[src/rtl/intr_dest_pkg.sv]
package intr_dest_pkg;

    typedef enum logic [2:0] {
        DM_FIXED  = 3'd0,
        DM_LOWPRI = 3'd1,
        DM_SMI    = 3'd2,
        DM_RSVD   = 3'd3,
        DM_NMI    = 3'd4,
        DM_INIT   = 3'd5,
        DM_START  = 3'd6,
        DM_EXT    = 3'd7
    } dlv_mode_e;

    typedef enum logic [1:0] {
        SH_NONE   = 2'd0,
        SH_SELF   = 2'd1,
        SH_ALL    = 2'd2,
        SH_OTHERS = 2'd3
    } shorthand_e;

    localparam logic [3:0] MODEL_FLAT    = 4'hF;
    localparam logic [3:0] MODEL_CLUSTER = 4'h0;
    localparam logic [7:0] DEST_BCAST    = 8'hFF;

endpackage

[src/rtl/intr_lowest_pick.sv]
module intr_lowest_pick #(
    parameter int W = 8
) (
    input  logic [W-1:0] vec,
    output logic [W-1:0] onehot
);
    // isolate the least significant set bit
    always_comb begin
        onehot = vec & (~vec + W'(1));
    end
endmodule

[src/rtl/intr_dest_match.sv]
module intr_dest_match
    import intr_dest_pkg::*;
#(
    parameter int N_TGT = 8
) (
    input  logic [7:0]         dest,
    input  logic               logical,
    input  logic [N_TGT-1:0]   tgt_valid,
    input  logic [8*N_TGT-1:0] tgt_id,
    input  logic [8*N_TGT-1:0] tgt_log,
    input  logic [4*N_TGT-1:0] tgt_model,
    output logic [N_TGT-1:0]   sel
);
    logic [N_TGT-1:0] id_hit;
    logic [N_TGT-1:0] id_first;
    logic [N_TGT-1:0] log_hit;

    for (genvar i = 0; i < N_TGT; i++) begin : g_tgt
        logic [7:0] lb;
        logic [3:0] mdl;
        assign lb  = tgt_log[8*i +: 8];
        assign mdl = tgt_model[4*i +: 4];

        always_comb begin
            id_hit[i] = tgt_valid[i] && (tgt_id[8*i +: 8] == dest);
            unique case (mdl)
                MODEL_FLAT:    log_hit[i] = tgt_valid[i] && ((dest & lb) != 8'h00);
                MODEL_CLUSTER: log_hit[i] = tgt_valid[i] && (dest[7:4] == lb[7:4])
                                            && ((dest[3:0] & lb[3:0]) != 4'h0);
                default:       log_hit[i] = 1'b0;
            endcase
        end
    end

    intr_lowest_pick #(.W(N_TGT)) u_first_id (
        .vec    (id_hit),
        .onehot (id_first)
    );

    always_comb begin
        if (logical) begin
            sel = log_hit;
        end else if (dest == DEST_BCAST) begin
            sel = tgt_valid;
        end else begin
            sel = id_first;
        end
    end
endmodule

[src/rtl/intr_dest_resolver.sv]
module intr_dest_resolver
    import intr_dest_pkg::*;
#(
    parameter int N_TGT = 8,
    localparam int IDXW = (N_TGT > 1) ? $clog2(N_TGT) : 1
) (
    input  logic               clk,
    input  logic               rst_n,
    input  logic               msg_valid,
    input  logic [7:0]         msg_dest,
    input  logic               msg_logical,
    input  logic [2:0]         msg_dm,
    input  logic [1:0]         msg_short,
    input  logic [IDXW-1:0]    msg_sender,
    input  logic [7:0]         msg_vector,
    input  logic               msg_trig,
    input  logic               msg_level,
    input  logic [N_TGT-1:0]   tgt_valid,
    input  logic [8*N_TGT-1:0] tgt_id,
    input  logic [8*N_TGT-1:0] tgt_log,
    input  logic [4*N_TGT-1:0] tgt_model,
    output logic               res_done,
    output logic [N_TGT-1:0]   res_mask,
    output logic [7:0]         res_vector,
    output logic               res_trig,
    output logic [N_TGT-1:0]   fixed_stb,
    output logic [N_TGT-1:0]   smi_stb,
    output logic [N_TGT-1:0]   nmi_stb,
    output logic [N_TGT-1:0]   init_stb,
    output logic [N_TGT-1:0]   sipi_stb,
    output logic [N_TGT-1:0]   arb_load
);
    typedef struct packed {
        // stage 1: resolved set plus message fields
        logic             s1_vld;
        logic [N_TGT-1:0] s1_mask;
        dlv_mode_e        s1_dm;
        logic [7:0]       s1_vec;
        logic             s1_trig;
        logic             s1_level;
        // stage 2: presented result
        logic             done;
        logic [N_TGT-1:0] mask;
        logic [7:0]       vec;
        logic             trig;
        logic [N_TGT-1:0] fix;
        logic [N_TGT-1:0] smi;
        logic [N_TGT-1:0] nmi;
        logic [N_TGT-1:0] ini;
        logic [N_TGT-1:0] sipi;
        logic [N_TGT-1:0] arb;
    } state_t;

    state_t st_d, st_q;

    logic [N_TGT-1:0] match_sel;
    logic [N_TGT-1:0] sender_oh;
    logic [N_TGT-1:0] low_oh;

    intr_dest_match #(.N_TGT(N_TGT)) u_match (
        .dest      (msg_dest),
        .logical   (msg_logical),
        .tgt_valid (tgt_valid),
        .tgt_id    (tgt_id),
        .tgt_log   (tgt_log),
        .tgt_model (tgt_model),
        .sel       (match_sel)
    );

    intr_lowest_pick #(.W(N_TGT)) u_lowpri (
        .vec    (st_q.s1_mask),
        .onehot (low_oh)
    );

    always_comb begin
        sender_oh = '0;
        for (int i = 0; i < N_TGT; i++) begin
            sender_oh[i] = (IDXW'(i) == msg_sender);
        end
    end

    always_comb begin
        st_d = '0;

        // stage 1: destination decode
        st_d.s1_vld   = msg_valid;
        st_d.s1_dm    = dlv_mode_e'(msg_dm);
        st_d.s1_vec   = msg_vector;
        st_d.s1_trig  = msg_trig;
        st_d.s1_level = msg_level;
        if (msg_valid) begin
            unique case (shorthand_e'(msg_short))
                SH_SELF:   st_d.s1_mask = sender_oh & tgt_valid;
                SH_ALL:    st_d.s1_mask = tgt_valid;
                SH_OTHERS: st_d.s1_mask = tgt_valid & ~sender_oh;
                default:   st_d.s1_mask = match_sel;
            endcase
        end

        // stage 2: delivery-mode filter
        st_d.done = st_q.s1_vld;
        if (st_q.s1_vld) begin
            st_d.mask = st_q.s1_mask;
            st_d.vec  = st_q.s1_vec;
            st_d.trig = st_q.s1_trig;
            unique case (st_q.s1_dm)
                DM_FIXED:  st_d.fix  = st_q.s1_mask;
                DM_LOWPRI: st_d.fix  = low_oh;
                DM_SMI:    st_d.smi  = st_q.s1_mask;
                DM_NMI:    st_d.nmi  = st_q.s1_mask;
                DM_INIT: begin
                    if (!st_q.s1_level && st_q.s1_trig) begin
                        st_d.arb = st_q.s1_mask;
                    end else begin
                        st_d.ini = st_q.s1_mask;
                    end
                end
                DM_START:  st_d.sipi = st_q.s1_mask;
                default:   ;
            endcase
        end
    end

    always_ff @(posedge clk or negedge rst_n) begin
        if (!rst_n) begin
            st_q <= '0;
        end else begin
            st_q <= st_d;
        end
    end

    assign res_done   = st_q.done;
    assign res_mask   = st_q.mask;
    assign res_vector = st_q.vec;
    assign res_trig   = st_q.trig;
    assign fixed_stb  = st_q.fix;
    assign smi_stb    = st_q.smi;
    assign nmi_stb    = st_q.nmi;
    assign init_stb   = st_q.ini;
    assign sipi_stb   = st_q.sipi;
    assign arb_load   = st_q.arb;
endmodule

[config.mk]
export PLATFORM = sky130hd
export DESIGN_NAME = intr_dest_resolver
export DESIGN_NICKNAME = d
export VERILOG_FILES = /design/src/rtl/intr_dest_pkg.sv /design/src/rtl/intr_lowest_pick.sv /design/src/rtl/intr_dest_match.sv /design/src/rtl/intr_dest_resolver.sv
export SDC_FILE = /design/constraint.sdc
export NUM_CORES = 1
export LEC_CHECK = 0
export BUFFER_PORTS_ARGS = -buffer_cell sky130_fd_sc_hd__buf_2
export CAP_MARGIN = 20
export CORE_UTILIZATION = 50
export DETAILED_ROUTE_END_ITERATION = 8
export PLACE_DENSITY_LB_ADDON = 0.25
export SETUP_SLACK_MARGIN = 0.2
export SLEW_MARGIN = 15
export SYNTH_ARGS = -nofsm -noshare
export SYNTH_HDL_FRONTEND = slang
export SYNTH_SLANG_ARGS = --single-unit
[constraint.sdc]
create_clock -name clk -period 2.2 [get_ports clk]
set_input_delay 0.11 -clock clk [delete_from_list [all_inputs] [get_ports clk]]
set_output_delay 0.11 -clock clk [all_outputs]
set_load 0.01 [all_outputs]
==> flow_metrics.py, run 1 <==
metrics = {
    "status": {
        "status": "complete, no violations",
    },
    "floorplan": {
        "io_pins": 264,
        "initial_core_util": 0.516,
        "fp-row-count": 37,
        "die-area_um2": 11100,
        "die_w_um": 105,
        "coreArea_um2": 10300,
        "die_height_um": 105,
    },
    "critical_path": {
        "crit_start": "tgt_valid[0]",
        "cp_data_arrival_time_ps": 1960,
        "ff2ff_setup_slack_ps": 630,
        "reg2reg_from": "st_q[76]$_DFF_PN0_",
        "cp_cell_sequence": "dlygate4sd3_1 > buf_2 > inv_1 > nor3_1 > a2111oi_4 > or4b_1 > a31oi_1",
        "critPathSlowestCell": "dlygate4sd3_1",
        "cp-start-kind": "primary input",
        "crit_buf_inv": 3,
        "cp.depth": 7,
        "crit_end": "st_q[86]$_DFF_PN0_",
        "cpLargestDelayFamily": "buffers and inverters",
        "rr_endpoint": "fixed_stb[7]$_DFF_PN0_",
        "path_max_fanout": 4,
        "r2r_cells": 4,
        "critPathRequiredTime_ps": 2470,
        "critPathKind": "in -> reg",
        "max_stage_delay_ps": 540,
        "endpoint_kind": "flip-flop",
    },
    "drt": {
        "wl_um": 15700,
        "drtIter0Drc": 287,
        "highest_layer": "met4",
        "wl_met1_um": 6350,
        "met3_length_um": 1040,
        "via_count": 4802,
        "route.detailed.drc": 0,
        "postRouteAntennaNets": 0,
        "wl_per_cell_um": 17.5,
        "dr_wl_met2_um": 7650,
        "drtPass1Iterations": 5,
        "routed_via_density": 5.35,
    },
    "global_route": {
        "grt_max_degree": 49,
        "antenna_found_initial": 1,
        "grt_overflow_total": 0,
        "grt_pass1_vias": 4959,
        "grt_pass1_wl_um": 25000,
        "track_usage": 0.295,
    },
    "synth": {
        "synth_area_um2": 5330,
        "synthCells": 539,
        "synth_edf_count": 0,
        "yosys_warnings": 0,
        "async_flop_share": 1.00,
        "syn-num-nets": 769,
        "ys.flop_type": "dfrtp_1",
        "synth-seq-cells": 88,
        "yosysUniqueCellTypes": 53,
        "syn_area_per_cell_um2": 9.89,
        "ys_seq_area_frac": 0.413,
    },
    "finish": {
        "drive_gt1_frac": 0.389,
        "area_growth_pct": 24.2,
        "nFillCells": 891,
        "layout.nets": 987,
    },
    "placement": {
        "place_congestion": 1.03,
        "portBuffers": 263,
        "place_hpwl_um": 13000,
    },
    "job": {
        "drv_cap": 0,
    },
    "sta": {
        "finalMaxSlewViolations": 0,
        "fin_crit_sh": 0.765,
        "finalSetupViolations": 0,
        "fin_tns_setup_ps": 0,
        "grt_setup_unrepaired": "no",
        "min_period_ps": 1680,
        "final.setup_skew_ps": 7.64,
        "tightest_slew_ps": 728,
        "timing.slew.headroom": 0.512,
        "hold_viol": 0,
        "fmax_ghz": 0.594,
    },
    "clock_tree": {
        "cts.sink_count": 88,
        "clk_root_buffer_cell": "clkbuf_8",
        "htree_levels": 3,
        "clkLatencyLatePin_ps": 350,
        "cts_max_path_buffers": 2,
        "cts_tree": "yes",
        "path_clk_slew_ps": 80,
        "ctsResizeCount": 0,
        "numCtsBuffers": 9,
    },
    "pwr": {
        "leakagePower_nw": 3.44,
        "power_w": 0.00335,
        "vdd_drop_max_uv": 404,
        "power_density_nw_per_um2": 506,
    },
    "min_path": {
        "min_path_type": "in -> reg",
    },
}
layout make-up:
cell class              count  area [µm²]  area share
clock buffers              12         145      0.0219
repair buffers            291        1570       0.237
multi-input cells         353        2460       0.372
well taps                 136         170      0.0257
clock inverters             3        18.8     0.00283
inverters                  14        52.6     0.00794
flip-flops and latches     88        2200       0.333
diodes                      1        2.50    0.000378
routing by layer:
layer / global-route usage / up-vias
li1: - / 2251
met1: 0.356 / 2240
met2: 0.500 / 258
met3: 0.0550 / 53
met4: 0.156 / 0
met5: 0 / -
how the worst min path moves through the flow:
| stage | from | to | slack, ps | cells after the start |
|---|---|---|---|---|
| 3_3_place_gp | rst_n | res_vector[5]$_DFF_PN0_ | 130 | 1 |
| 5_1_grt | tgt_valid[2] | st_q[81]$_DFF_PN0_ | 30 | 3 |
| 4_1_cts | tgt_valid[2] | st_q[81]$_DFF_PN0_ | 8 | 3 |
| 2_1_floorplan | rst_n | arb_load[0]$_DFF_PN0_ | -190 | 0 |
| 3_5_place_dp | rst_n | res_vector[6]$_DFF_PN0_ | 130 | 1 |
| 6_report | tgt_valid[2] | st_q[81]$_DFF_PN0_ | 20 | 3 |
cells in the mapped netlist (5+ instances only):
library cell / n / area share
a211oi_1: 5 / 0.0070
a21oi_1: 14 / 0.013
a221oi_1: 5 / 0.0082
a22oi_1: 8 / 0.011
and2_1: 9 / 0.011
buf_4: 66 / 0.093
buf_6: 6 / 0.013
clkbuf_1: 7 / 0.0049
dfrtp_1: 88 / 0.41
ha_1: 32 / 0.075
inv_1: 14 / 0.0099
nand2_1: 29 / 0.020
nand3_1: 11 / 0.010
nand4_1: 19 / 0.022
nor2_1: 55 / 0.039
nor3_1: 11 / 0.010
nor4_1: 21 / 0.025
o21ai_0: 9 / 0.0085
xnor2_1: 54 / 0.089
xor2_1: 17 / 0.028
registers in the layout (all words and copies together), names as in the netlist:
name,flops
arb_load,8
fixed_stb,8
init_stb,8
nmi_stb,8
res_done,1
res_mask,8
res_trig,1
res_vector,8
sipi_stb,8
smi_stb,8
st_d,1
st_q,21
report_power, final:
| group | internal [W] | switching, W |
|---|---|---|
| Clock | 0.000434 | 0.000506 |
| Sequential | 0.00166 | 0.0000235 |
| Combinational | 0.000345 | 0.000380 |
| Total | 0.00244 | 0.000910 |
stage by stage:
stage | setup slack, ps | area, µm² | hold WS, ps | cells | util
floorplan | 599 | 5330 | -186 | 539 | -
global placement | 288 | 6300 | 131 | 866 | 0.610
detailed placement | 245 | 6300 | 135 | 866 | 0.610
CTS | 559 | 6620 | 7.77 | 897 | 0.641
global route | 434 | 6620 | 29.7 | 898 | 0.641
finish | 516 | 6620 | 23.0 | 898 | 0.641
placed cells by master (no fill, tap or decap), types with 11 or more instances in the layout:
master,synthesis,layout
a21oi_1,14,14
buf_2,4,262
buf_4,66,13
dfrtp_1,88,88
dlygate4sd3_1,0,16
ha_1,32,32
inv_1,14,14
nand2_1,29,29
nand3_1,11,11
nand4_1,19,19
nor2_1,55,55
nor3_1,11,11
nor4_1,21,21
xnor2_1,54,54
xor2_1,17,17
worst register-to-register path, stage by stage (launching register included):
cell and delay, ps:
dfrtp_1 460, or3_1 440, o21ai_0 100, nand3_1 140
nor4b_1 320
timing repair:
action / in CTS / in global routing
buffers inserted: 0 / 0
hold buffers: 16 / 0
endpoints found under the setup margin: 0 / 0
hold endpoints to repair: 61 / 0
logic make-up after synthesis:
logic type,share of synthesized area
DFF,0.413
xor gates and xnor gates,0.117
AOI/OAI and AO/OA,0.0908
buffers and inverters,0.125
and+or+nand+nor,0.179
adders and majority gates,0.0751
Note: power is estimated with default switching activity, not from simulation.
==> run 2, diff against run 1 <==
--- a/config.mk
+++ b/config.mk
@@ -7,7 +7,7 @@
 export LEC_CHECK = 0
 export BUFFER_PORTS_ARGS = -buffer_cell sky130_fd_sc_hd__buf_2
 export CAP_MARGIN = 20
-export CORE_UTILIZATION = 50
+export CORE_UTILIZATION = 47
 export DETAILED_ROUTE_END_ITERATION = 8
 export PLACE_DENSITY_LB_ADDON = 0.25
 export SETUP_SLACK_MARGIN = 0.2
==> constraint.sdc (replaced) <==
create_clock -name clk -period 1.8 [get_ports clk]
set_input_delay 0.09 -clock clk [delete_from_list [all_inputs] [get_ports clk]]
set_output_delay 0.09 -clock clk [all_outputs]
set_load 0.01 [all_outputs]
==> run 2 against run 1 <==
Power rose by 45%. Worst hold slack got worse by 7.4 ps. Critical path type is now reg -> reg. Largest cell class unchanged. Register-to-register slack lost 400 ps. Worst setup slack lost 290 ps. Highest routed layer unchanged. Sequential share of layout area fell by 1.6 points. Clock power increased by 99%. Sequential power up 23%. Combinational power up 28%. Via count increased by 1.2%. Global-route usage is 2.0 points lower. Clock-buffer cell count fell by 2.
==> flow_metrics.py, run 2 (synthesis results as in run 1) <==
metrics = {
    "global_route": {
        "grt_max_degree": 43,
        "grt_pass1_wl_um": 24300,
        "grt_overflow_total": 0,
        "track_usage": 0.275,
        "grt_pass1_vias": 4970,
        "antenna_found_initial": 1,
    },
    "sta": {
        "finalSetupViolations": 0,
        "hold_viol": 0,
        "fin_tns_setup_ps": 0,
        "min_period_ps": 1570,
        "fmax_ghz": 0.637,
        "tightest_slew_ps": 820,
        "finalMaxSlewViolations": 0,
        "timing.slew.headroom": 0.450,
        "grt_setup_unrepaired": "yes",
        "final.setup_skew_ps": 4.60,
        "fin_crit_sh": 0.872,
    },
    "drt": {
        "wl_um": 16100,
        "wl_per_cell_um": 17.5,
        "routed_via_density": 5.29,
        "via_count": 4859,
        "drtIter0Drc": 208,
        "route.detailed.drc": 0,
        "drtPass1Iterations": 4,
        "postRouteAntennaNets": 0,
    },
    "floorplan": {
        "fp-row-count": 38,
        "die_height_um": 108,
        "die-area_um2": 11800,
        "coreArea_um2": 10900,
        "initial_core_util": 0.487,
        "io_pins": 264,
        "die_w_um": 108,
    },
    "placement": {
        "place_hpwl_um": 13000,
        "portBuffers": 263,
        "dp_cells": 886,
        "placed_area_um2": 6450,
        "place_congestion": 0.928,
    },
    "critical_path": {
        "path_max_fanout": 9,
        "critPathSlowestCell": "dfrtp_1",
        "cp-start-kind": "flip-flop",
        "cp_cell_sequence": "or3_4 > o21ai_0 > nand3_1 > nor4b_2",
        "cp_data_arrival_time_ps": 1800,
        "max_stage_delay_ps": 450,
        "critPathKind": "reg -> reg",
        "crit_buf_inv": 0,
        "cpLargestDelayFamily": "simple AND/OR/NAND/NOR gates",
        "endpoint_kind": "flip-flop",
        "critPathRequiredTime_ps": 2030,
    },
    "clock_tree": {
        "path_clk_slew_ps": 60,
        "cts_max_path_buffers": 2,
        "clkLatencyLatePin_ps": 330,
        "clk_root_buffer_cell": "clkbuf_16",
        "cts_tree": "yes",
        "htree_levels": 3,
        "numCtsBuffers": 9,
        "cts.sink_count": 88,
    },
    "finish": {
        "layout.nets": 1002,
        "final_cell_area_um2": 6960,
        "final_cells": 918,
        "layout_common_cells": "buf_2 (260), dfrtp_1 (88), nor2_1 (55), xnor2_1 (54), ha_1 (32)",
        "largest_register_ffs": 21,
        "final_common_cell": "buf_2",
        "drive_gt1_frac": 0.417,
        "largest-register": "st_q",
        "post-route-util": 0.636,
        "area_growth_pct": 30.6,
    },
    "pwr": {
        "leakagePower_nw": 3.60,
        "power_density_nw_per_um2": 698,
        "vdd_drop_max_uv": 556,
        "power_w": 0.00486,
    },
    "status": {
        "status": "complete, no violations",
    },
    "min_path": {
        "min_path_type": "in -> reg",
    },
    "job": {
        "drv_cap": 0,
    },
}
-- run 2: power by group --
| part | switching (W) | internal, W | total [W] |
|---|---|---|---|
| sequential | 0.0000311 | 0.00203 | 0.00206 |
| combinational | 0.000478 | 0.000450 | 0.000929 |
| clock | 0.000750 | 0.00112 | 0.00187 |
-- run 2: timing repair --
action / CTS / global route
endpoints found under the hold margin: 41 / 0
pin swaps: 0 / 2
setup buffers: 0 / 0
hold buffers: 15 / 0
endpoints found under the setup margin: 1 / 6
cloned: 0 / 0
resized for setup: 2 / 9
-- run 2: layout make-up --
type                    instances  area (µm²)
diodes                          1        2.50
clock inverters                 6        65.1
clock buffers                  10         239
inverters                      14        52.6
multi-input cells             353        2510
fillers                       918        3980
flip-flops and latches         88        2200
repair buffers                306        1710
well taps                     140         175
-- run 2: path summary, 6_finish.rpt --
kind	startpoint	endpoint	slack (ps)	depth (start not counted)
worst min register to register	st_q[69]$_DFF_PN0_	res_vector[1]$_DFF_PN0_	450	1
worst min-delay path	tgt_valid[0]	st_q[79]$_DFF_PN0_	20	3
max in group asynchronous	rst_n	nmi_stb[7]$_DFF_PN0_	990	3
worst max-delay path	st_q[76]$_DFF_PN0_	fixed_stb[7]$_DFF_PN0_	230	4
min in group asynchronous	rst_n	res_vector[1]$_DFF_PN0_	220	2
worst max register to register	st_q[76]$_DFF_PN0_	fixed_stb[7]$_DFF_PN0_	230	4
-- run 2: metrics by stage --
step / setup slack, ps / hold slack [ps]
4_1_cts: 226 / 16.7
3_5_place_dp: -139 / 33.2
3_3_place_gp: -119 / 20.9
2_1_floorplan: 219 / -206
5_1_grt: 131 / 22.1
6_report: 231 / 15.6
-- run 2: worst min-delay path, stage by stage --
cell and delay [ps]:
buf_2 120, nand2_1 60, a221oi_1 40
-- run 2: metal layers --
layer  track usage  vias to the layer above  share of wire  routed length, µm
met5             0                        -              0                  0
met4         0.144                        0          0.041                655
met3        0.0344                       47          0.052                830
met2         0.517                      230           0.54               8670
met1         0.299                     2291           0.37               5900
li1              -                     2291              -                  -
==> run 3, diff against run 2 <==
--- a/config.mk
+++ b/config.mk
@@ -9,6 +9,7 @@
 export CAP_MARGIN = 20
 export CORE_UTILIZATION = 47
 export DETAILED_ROUTE_END_ITERATION = 8
+export HOLD_SLACK_MARGIN = 0.15
 export PLACE_DENSITY_LB_ADDON = 0.25
 export SETUP_SLACK_MARGIN = 0.2
 export SLEW_MARGIN = 15
==> run 3 against run 2 <==
Maximum frequency increased by 0.51%. Worst hold slack improved by 140 ps. Worst setup slack improved by 8.0 ps. Largest cell class unchanged. Wire length increased by 0.34%. Highest routed layer unchanged. Clock power about the same. Global-route usage increased by 0.14 points. Die area unchanged. First-iteration DRC count decreased by 11%. Sequential cell count unchanged. Critical path depth unchanged.
==> flow_metrics.py, run 3 (synthesis results as in run 1) <==
metrics = {
    "status": {
        "status": "complete, no violations",
    },
    "pwr": {
        "p_switching_w": 0.00126,
        "vdd_drop_max_uv": 556,
        "swShare": 0.259,
        "power_w": 0.00487,
        "comb_power_share": 0.193,
        "clkPwrFrac": 0.384,
        "leakagePower_nw": 3.62,
        "p_int_w": 0.00361,
        "power_density_nw_per_um2": 693,
        "pwr-share-seq": 0.423,
    },
    "sta": {
        "final.setup_skew_ps": 4.13,
        "min_period_ps": 1560,
        "hold_viol": 0,
        "fin_crit_sh": 0.867,
        "grt_setup_unrepaired": "yes",
        "finalMaxSlewViolations": 0,
        "tightest_slew_ps": 821,
        "fmax_ghz": 0.640,
        "timing.slew.headroom": 0.449,
        "finalSetupViolations": 0,
    },
    "finish": {
        "final_common_cell": "buf_2",
        "n_antenna_cell": 0,
        "largest_register_ffs": 21,
        "layout_common_cells": "buf_2 (260), dfrtp_1 (88), nor2_1 (55), xnor2_1 (54), ha_1 (32)",
        "largest-register": "st_q",
        "nFillCells": 916,
        "final_cell_area_um2": 7030,
        "drive_gt1_frac": 0.415,
        "layout.nets": 1009,
        "area_growth_pct": 31.8,
    },
    "global_route": {
        "grt_overflow_total": 0,
        "antenna_found_initial": 0,
        "grt_pass1_vias": 4996,
        "grt_pass1_wl_um": 24400,
        "track_usage": 0.277,
        "grt_max_degree": 43,
    },
    "floorplan": {
        "die_w_um": 108,
        "die_height_um": 108,
        "die-area_um2": 11800,
        "io_pins": 264,
        "coreArea_um2": 10900,
        "fp-row-count": 38,
        "initial_core_util": 0.487,
    },
    "clock_tree": {
        "clk_root_buffer_cell": "clkbuf_16",
        "numCtsBuffers": 9,
        "clkLatencyLatePin_ps": 330,
        "cts.sink_count": 88,
        "path_clk_slew_ps": 60,
        "cts_tree": "yes",
        "htree_levels": 3,
        "cts_max_path_buffers": 2,
    },
    "drt": {
        "postRouteAntennaNets": 0,
        "route.detailed.drc": 0,
        "routed_via_density": 5.28,
        "wl_per_cell_um": 17.4,
        "drtIter0Drc": 186,
        "wl_um": 16100,
        "via_count": 4883,
        "drtPass1Iterations": 4,
    },
    "critical_path": {
        "endpoint_kind": "flip-flop",
        "critPathRequiredTime_ps": 2040,
        "ff2ff_setup_slack_ps": 240,
        "path_max_fanout": 9,
        "reg2reg_from": "st_q[76]$_DFF_PN0_",
        "critPathKind": "reg -> reg",
        "r2r_cells": 4,
        "rr_endpoint": "fixed_stb[7]$_DFF_PN0_",
        "cp_data_arrival_time_ps": 1800,
        "cp-start-kind": "flip-flop",
    },
    "min_path": {
        "min_to": "st_q[83]$_DFF_PN0_",
        "min_from": "tgt_valid[4]",
        "min_path_type": "in -> reg",
        "whs_path_depth": 3,
    },
    "placement": {
        "place_hpwl_um": 13000,
        "portBuffers": 263,
        "placed_area_um2": 6450,
        "place_congestion": 0.928,
    },
    "job": {
        "drv_cap": 0,
    },
}
## run 3: metrics by stage
step	hold slack (ps)	utilization	std cells	setup WS, ps	TNS (ps)
global placement	20.9	0.589	886	-119	-161
detailed placement	33.2	0.589	886	-139	-324
global route	175	0.642	924	131	0
finish	160	0.642	924	239	0
floorplan	-206	-	539	219	0
CTS	151	0.638	924	215	0
## run 3: power groups by stage
stage	Sequential, W	Clock, W	Combinational (W)
3_3_place_gp	0.00209	0	0.000867
3_5_place_dp	0.00210	0	0.000888
4_1_cts	0.00206	0.00190	0.000932
5_1_grt	0.00207	0.00197	0.00103
6_report	0.00206	0.00187	0.000939
2_1_floorplan	0.00209	0	0.000452
## run 3: how the worst max path moves through the flow
stage / startpoint / to / slack [ps] / cells after the start
2_1_floorplan: msg_dest[1] / st_q[86]$_DFF_PN0_ / 220 / 7
3_3_place_gp: msg_dest[4] / st_q[81]$_DFF_PN0_ / -120 / 7
3_5_place_dp: msg_dest[4] / st_q[81]$_DFF_PN0_ / -140 / 7
4_1_cts: tgt_valid[2] / st_q[86]$_DFF_PN0_ / 210 / 7
5_1_grt: msg_dest[6] / st_q[81]$_DFF_PN0_ / 130 / 8
6_report: st_q[76]$_DFF_PN0_ / fixed_stb[7]$_DFF_PN0_ / 240 / 4
## run 3: cell type report
class                      instances  area, µm²  area share
tap                              140        175      0.0249
clock buffer                      10        239      0.0340
sequential                        88       2200       0.313
multi-input combinational        353       2510       0.358
inverter                          14       52.6     0.00748
clock inverter                     6       65.1     0.00926
timing repair buffer             313       1780       0.253
## run 3: worst max-delay path: stages (launching register included)
cell,delay (ps)
dfrtp_1,450
or3_4,440
o21ai_0,90
nand3_1,190
nor4b_2,290
## run 3: what timing repair did
action / in CTS / in global routing
setup endpoints to repair: 1 / 6
gates resized for setup: 2 / 10
endpoints found under the hold margin: 109 / 0
setup buffers: 0 / 0
pin swaps: 0 / 2
hold buffers: 22 / 0
## run 3: layer usage
metal | vias up | wire [µm] | global-route usage
li1 | 2306 | - | -
met1 | 2292 | 5900 | 0.300
met2 | 237 | 8690 | 0.525
met3 | 48 | 864 | 0.0332
met4 | 0 | 666 | 0.138
met5 | - | 0 | 0
